`config.mk`:
```
export PLATFORM = sky130hd
export DESIGN_NAME = page_xlat_top
export DESIGN_NICKNAME = d
export VERILOG_FILES = /design/src/rtl/pxl_pkg.sv /design/src/rtl/pxl_table.sv /design/src/rtl/pxl_regport.sv /design/src/rtl/pxl_slot.sv /design/src/rtl/page_xlat_top.sv
export SDC_FILE = /design/constraint.sdc
export NUM_CORES = 1
export LEC_CHECK = 0
export BUFFER_PORTS_ARGS = -buffer_cell sky130_fd_sc_hd__buf_4
export CORE_ASPECT_RATIO = 2
export CORE_MARGIN = 2
export CORE_UTILIZATION = 30
export CTS_BUF_LIST = sky130_fd_sc_hd__clkbuf_8
export CTS_CLUSTER_SIZE = 14
export DETAILED_ROUTE_END_ITERATION = 7
export GPL_ROUTABILITY_DRIVEN = 1
export MAX_ROUTING_LAYER = met4
export PLACE_DENSITY_LB_ADDON = 0.05
export SETUP_SLACK_MARGIN = 0.05
export SYNTH_ARGS = -nofsm -noshare
export SYNTH_HDL_FRONTEND = slang
export SYNTH_SLANG_ARGS = --single-unit
```
`constraint.sdc`:
```
create_clock -name clk -period 3.4 [get_ports clk]
set_input_delay 0.17 -clock clk [delete_from_list [all_inputs] [get_ports clk]]
set_output_delay 0.17 -clock clk [all_outputs]
set_load 0.005 [all_outputs]
```
`src/rtl/pxl_pkg.sv`:
```
package pxl_pkg;

    typedef enum logic {
        ST_EMPTY = 1'b0,
        ST_FULL  = 1'b1
    } slot_state_t;

    typedef enum logic {
        RP_IDLE = 1'b0,
        RP_DATA = 1'b1
    } rport_state_t;

endpackage

```
`src/rtl/pxl_table.sv`:
```
module pxl_table #(
    parameter int          OFS_W      = 20,
    parameter int          PG_W       = 4,
    parameter int          OUT_AW     = 64,
    parameter int          REG_AW     = 6,
    parameter bit          DYNAMIC    = 1'b1,
    parameter logic [43:0] FIXED_BASE = '0,
    parameter bit          FIXED_WIDE = 1'b1
) (
    input  logic                     clk,
    input  logic                     rst_n,
    input  logic                     wr_en,
    input  logic [REG_AW-1:0]        acc_idx,
    input  logic [31:0]              wr_data,
    output logic [31:0]              rd_word,
    input  logic [PG_W-1:0]          lk_page,
    output logic [OUT_AW-OFS_W-1:0]  lk_upper,
    output logic                     lk_wide
);
    localparam int NUM_PG = 1 << PG_W;
    localparam int UPW    = OUT_AW - OFS_W;
    localparam int LO_UP  = 32 - OFS_W;

    logic [UPW-1:0]  ent_up   [NUM_PG];
    logic            ent_wide [NUM_PG];
    logic            idx_hit;
    logic [PG_W-1:0] idx_pg;
    logic            idx_hi;

    assign idx_hit = ~|acc_idx[REG_AW-1:PG_W+1];
    assign idx_pg  = acc_idx[PG_W:1];
    assign idx_hi  = acc_idx[0];

    generate
        if (DYNAMIC) begin : g_dyn
            always_ff @(posedge clk) begin
                if (!rst_n) begin
                    for (int k = 0; k < NUM_PG; k++) begin
                        ent_up[k]   <= '0;
                        ent_wide[k] <= 1'b0;
                    end
                end else if (wr_en && idx_hit) begin
                    if (!idx_hi) begin
                        ent_up[idx_pg][LO_UP-1:0] <= wr_data[31:OFS_W];
                        ent_wide[idx_pg]          <= wr_data[0];
                    end else begin
                        ent_up[idx_pg][UPW-1:LO_UP] <= wr_data;
                    end
                end
            end
        end else begin : g_fix
            for (genvar g = 0; g < NUM_PG; g++) begin : g_ent
                assign ent_up[g]   = FIXED_BASE[UPW-1:0] + UPW'(g);
                assign ent_wide[g] = FIXED_WIDE;
            end
        end
    endgenerate

    always_comb begin
        if (!idx_hit) begin
            rd_word = '0;
        end else if (!idx_hi) begin
            rd_word = {ent_up[idx_pg][LO_UP-1:0], {(OFS_W-1){1'b0}}, ent_wide[idx_pg]};
        end else begin
            rd_word = ent_up[idx_pg][UPW-1:LO_UP];
        end
    end

    assign lk_upper = ent_up[lk_page];
    assign lk_wide  = ent_wide[lk_page];

endmodule

```
`src/rtl/pxl_regport.sv`:
```
module pxl_regport (
    input  logic        clk,
    input  logic        rst_n,
    input  logic        rd_en,
    input  logic [31:0] word_in,
    output logic        rvalid,
    output logic [31:0] rdata
);
    import pxl_pkg::*;

    rport_state_t state_q, state_d;
    logic [31:0]  data_q;

    always_comb begin
        state_d = state_q;
        unique case (state_q)
            RP_IDLE: if (rd_en)  state_d = RP_DATA;
            RP_DATA: if (!rd_en) state_d = RP_IDLE;
            default: state_d = RP_IDLE;
        endcase
    end

    always_ff @(posedge clk) begin
        if (!rst_n) begin
            state_q <= RP_IDLE;
            data_q  <= '0;
        end else begin
            state_q <= state_d;
            if (rd_en) data_q <= word_in;
        end
    end

    always_comb begin
        rvalid = (state_q == RP_DATA);
        rdata  = data_q;
    end

endmodule

```
`src/rtl/pxl_slot.sv`:
```
module pxl_slot #(
    parameter int OUT_AW = 64
) (
    input  logic              clk,
    input  logic              rst_n,
    input  logic              in_valid,
    output logic              in_ready,
    input  logic [OUT_AW-1:0] in_xaddr,
    input  logic              in_wide,
    output logic              out_valid,
    input  logic              out_ready,
    output logic [OUT_AW-1:0] out_addr,
    output logic              out_wide
);
    import pxl_pkg::*;

    slot_state_t       state_q, state_d;
    logic [OUT_AW-1:0] addr_q;
    logic              wide_q;
    logic              take;

    assign take = in_valid && in_ready;

    always_comb begin
        state_d = state_q;
        unique case (state_q)
            ST_EMPTY: if (in_valid) state_d = ST_FULL;
            ST_FULL:  if (out_ready && !in_valid) state_d = ST_EMPTY;
            default:  state_d = ST_EMPTY;
        endcase
    end

    always_ff @(posedge clk) begin
        if (!rst_n) begin
            state_q <= ST_EMPTY;
            addr_q  <= '0;
            wide_q  <= 1'b0;
        end else begin
            state_q <= state_d;
            if (take) begin
                addr_q <= in_xaddr;
                wide_q <= in_wide;
            end
        end
    end

    always_comb begin
        out_valid = (state_q == ST_FULL);
        in_ready  = (state_q == ST_EMPTY) || out_ready;
        out_addr  = addr_q;
        out_wide  = wide_q;
    end

endmodule

```
`src/rtl/page_xlat_top.sv`:
```
module page_xlat_top #(
    parameter int          IN_AW      = 32,
    parameter int          OFS_W      = 20,
    parameter int          PG_W       = 4,
    parameter int          OUT_AW     = 64,
    parameter int          REG_AW     = PG_W + 2,
    parameter bit          DYNAMIC    = 1'b1,
    parameter logic [43:0] FIXED_BASE = '0,
    parameter bit          FIXED_WIDE = 1'b1
) (
    input  logic              clk,
    input  logic              rst_n,
    input  logic              in_valid,
    output logic              in_ready,
    input  logic [IN_AW-1:0]  in_addr,
    output logic              out_valid,
    input  logic              out_ready,
    output logic [OUT_AW-1:0] out_addr,
    output logic              out_wide,
    input  logic              reg_wr,
    input  logic              reg_rd,
    input  logic [REG_AW-1:0] reg_idx,
    input  logic [31:0]       reg_wdata,
    output logic              reg_rvalid,
    output logic [31:0]       reg_rdata
);
    localparam int UPW = OUT_AW - OFS_W;

    logic [UPW-1:0]    lk_upper;
    logic              lk_wide;
    logic [31:0]       rd_word;
    logic [OUT_AW-1:0] xaddr;

    pxl_table #(
        .OFS_W(OFS_W), .PG_W(PG_W), .OUT_AW(OUT_AW), .REG_AW(REG_AW),
        .DYNAMIC(DYNAMIC), .FIXED_BASE(FIXED_BASE), .FIXED_WIDE(FIXED_WIDE)
    ) u_table (
        .clk(clk), .rst_n(rst_n),
        .wr_en(reg_wr), .acc_idx(reg_idx), .wr_data(reg_wdata),
        .rd_word(rd_word),
        .lk_page(in_addr[OFS_W+PG_W-1:OFS_W]),
        .lk_upper(lk_upper), .lk_wide(lk_wide)
    );

    always_comb begin
        xaddr = {lk_upper, in_addr[OFS_W-1:0]};
        if (!lk_wide) xaddr[OUT_AW-1:32] = '0;
    end

    pxl_slot #(.OUT_AW(OUT_AW)) u_slot (
        .clk(clk), .rst_n(rst_n),
        .in_valid(in_valid), .in_ready(in_ready),
        .in_xaddr(xaddr), .in_wide(lk_wide),
        .out_valid(out_valid), .out_ready(out_ready),
        .out_addr(out_addr), .out_wide(out_wide)
    );

    pxl_regport u_rport (
        .clk(clk), .rst_n(rst_n),
        .rd_en(reg_rd), .word_in(rd_word),
        .rvalid(reg_rvalid), .rdata(reg_rdata)
    );

endmodule

```
==> results.yml <==
floorplan:
  die_y_um: 530
  design.die.area_um2: 141000
  start_util: 0.301
  coreArea_um2: 138000
  rows: 193
  floorplan.die.width_um: 267
  design.portCount: 176
clocking:
  cts_hold_buffers: 74
  cts_root_buffer: "clkbuf_8"
  cts-buffers-inserted: 145
  cts_sinks: 819
  htree_num_levels: 4
  cts_resized: 0
  cts.reportedPaths.clkPinSlew_ns: 0.07
  worstSkewPairLatency_ns: 0.87
  tritoncts: "done"
  cts_buffer_depth: 4
  cts_setup_buffers: 0
logic_synthesis:
  netlist_instances: 3014
  share_of_the_synthesized_area_in_the_top_cell_type: 0.510
  syn_avg_cell_area_um2: 13.8
  count_of_flip_flops_with_a_built_in_enable_after_synthesis: 704
  synth_async_sr_flop_share: 0
  synth-seq-cells: 819
  synth_sequential_area_ratio: 0.565
  synth_nets: 3090
  post_synth_num_cell_types: 40
  synth_top_flop_cell: "edfxtp_1"
  synth_top_area_cell: "edfxtp_1"
  synth_warnings: 0
  synth.top_cells.by_area: "edfxtp_1 (51%), mux4_2 (14%), and2_1 (11%), dfxtp_1 (5.5%), mux2i_1 (4.4%)"
  synth.cell_area_um2: 41500
worst_setup_path:
  critical_path_required_ns: 4.09
  critical_path.max_fanout: 23
  crit_arrival_ns: 3.13
  endpoint_kind: "register"
  crit_type: "input pin to register"
  critical_path.startpoint_type: "input pin"
sta:
  setup_viol_count_final: 0
  timing.fmax_mhz: 410
  worst_slew_margin_rel: 0.259
  rsz_0062_raised_after_global_routing: "no"
  slew_violations: 0
  post-route-period-util: 0.717
  final.setup.worst_slack_ns: 0.962
  tightestPinTransition_ns: 1.11
  clock_skew_ns: 0.0673
  totalNegativeSetupSlack_ns: 0
  hold_violations: 0
  min_period_ns: 2.44
route:
  drt_wl_total_um: 170000
  detail_route.iter0.violations: 1998
  vias_per_cell: 5.29
  postRouteAntennaNets: 0
  total_via_count_in_the_routed_design: 27600
  drt-pass1-iter-count: 5
  drc: 0
  wire_per_inst_um: 32.6
final_layout:
  final_nets: 3337
  layout.core_utilization: 0.358
  layout.cells.most_common: "and2_1"
  area.growth.synth_to_final_pct: 19.1
  layout.area.seq_um2: 23400
  layout.cells.most_common_list: "and2_1 (709), edfxtp_1 (704), buf_4 (284)"
  multi_input_gate_area_um2: 17200
  fillerInstances: 13200
  fraction_of_layout_instances_using_a_drive_strength_above_1: 0.263
  fin_cells: 5222
grt:
  grt_first_pass_wirelength_um: 235000
  grt_pass1_vias: 29800
  globalRouteTotalUtil: 0.248
  maximum_number_of_pins_on_one_net_before_global_route_repair: 76
  globalRoute.totalOverflow: 0
  antenna_found_initial: 13
hold_path:
  hold_path_class: "input pin to register"
status:
  result_of_the_run: "completed"
placed_design:
  gp_congestion: 0.826
  place_inst: 4892
  dp_slack_ns: 0.548
  port-buffer-count: 167
  hpwlAfterDp_um: 110000
flow_run:
  cap_violations: 0
pwr:
  p_per_area_nw_per_um2: 476
  peakVddDrop_uv: 330
  power.static_leakage_nw: 17.7
flip-flops by register name, summed over array words and instances, names as in the netlist:
register / flops
u_table.ent_up: 704
u_slot.out_addr: 64
u_rport.rdata: 32
u_table.ent_wide: 16
u_rport.rvalid: 1
u_slot.out_valid: 1
u_slot.out_wide: 1
final cells by class:
cell class,instances,area share
timing repair buffer,405,0.0766
sequential,819,0.475
tap,1852,0.0469
clock inverter,86,0.00869
antenna,8,0.000405
clock buffer,162,0.0451
multi-input combinational,1887,0.348
inverter,3,0.000228
Yosys cell counts, drive strengths merged, types with 4 or more instances:
| cell | number |
|---|---|
| a22o | 46 |
| dfxtp | 115 |
| a211oi | 63 |
| nand2 | 158 |
| mux2 | 64 |
| o22ai | 32 |
| edfxtp | 704 |
| nand2b | 25 |
| nand4 | 13 |
| nor2b | 39 |
| nor2 | 21 |
| a32o | 19 |
| o21ai | 93 |
| clkbuf | 219 |
| nand3 | 13 |
| a22oi | 24 |
| and2 | 710 |
| a21boi | 21 |
| nor3 | 12 |
| mux2i | 184 |
| buf | 86 |
| nor4 | 4 |
| a21oi | 31 |
| mux4 | 251 |
| a221oi | 52 |
through the flow:
step / total power [W] / hold slack (ns) / area (µm²)
after floorplan: 0.0133 / 0.306 / 41500
after global placement: 0.0147 / 0.440 / 46000
after detailed placement: 0.0147 / 0.444 / 46000
after CTS: 0.0239 / 0.00188 / 49400
after global routing: 0.0244 / 0.0827 / 49400
final: 0.0235 / 0.0703 / 49400
worst max-delay path, stage by stage:
cell,delay (ns)
dlygate4sd3_1,0.56
clkbuf_8,0.33
nand2b_1,0.12
or3_1,0.50
nor2_4,0.77
buf_4,0.45
and2_1,0.18
per-layer routing:
layer | vias up | part of all wire | global-route usage
met1 | 14200 | 0.35 | 0.256
met4 | 0 | 0.050 | 0.119
met3 | 433 | 0.044 | 0.0296
li1 | 11900 | - | -
met2 | 1087 | 0.55 | 0.463
met5 | - | 0 | -
cells by family (layout without fill, tap and decap cells):
| group | count (synthesis) | in the layout | share of synthesized area |
|---|---|---|---|
| and+or+nand+nor | 1002 | 1002 | 0.140 |
| DFF | 819 | 819 | 0.565 |
| muxes | 499 | 499 | 0.198 |
| AOI/OAI and AO/OA | 386 | 386 | 0.0658 |
| buffers and inverters | 308 | 656 | 0.0316 |
| other | 0 | 8 | 0 |
path summary, 6_finish.rpt:
path	startpoint	to	slack, ns	cells past startpoint
setup / recovery	reg_idx[4]	u_table.ent_up[10][14]	0.96	7
hold / removal	reg_idx[0]	u_table.ent_wide[10]	0.07	6
setup reg to reg	u_table.ent_wide[5]	u_slot.out_addr[32]	1.25	6
hold reg to reg	u_slot.out_addr[50]	u_slot.out_addr[50]	0.45	2
power by group:
part / internal [W] / leakage [nW] / total, W / switching (W)
combinational: 0.00118 / 8.50 / 0.00280 / 0.00162
clock: 0.00457 / 1.54 / 0.00901 / 0.00444
sequential: 0.0114 / 7.62 / 0.0117 / 0.000315
total: 0.0172 / 17.7 / 0.0235 / 0.00637
(Power assumes the default switching activity.)
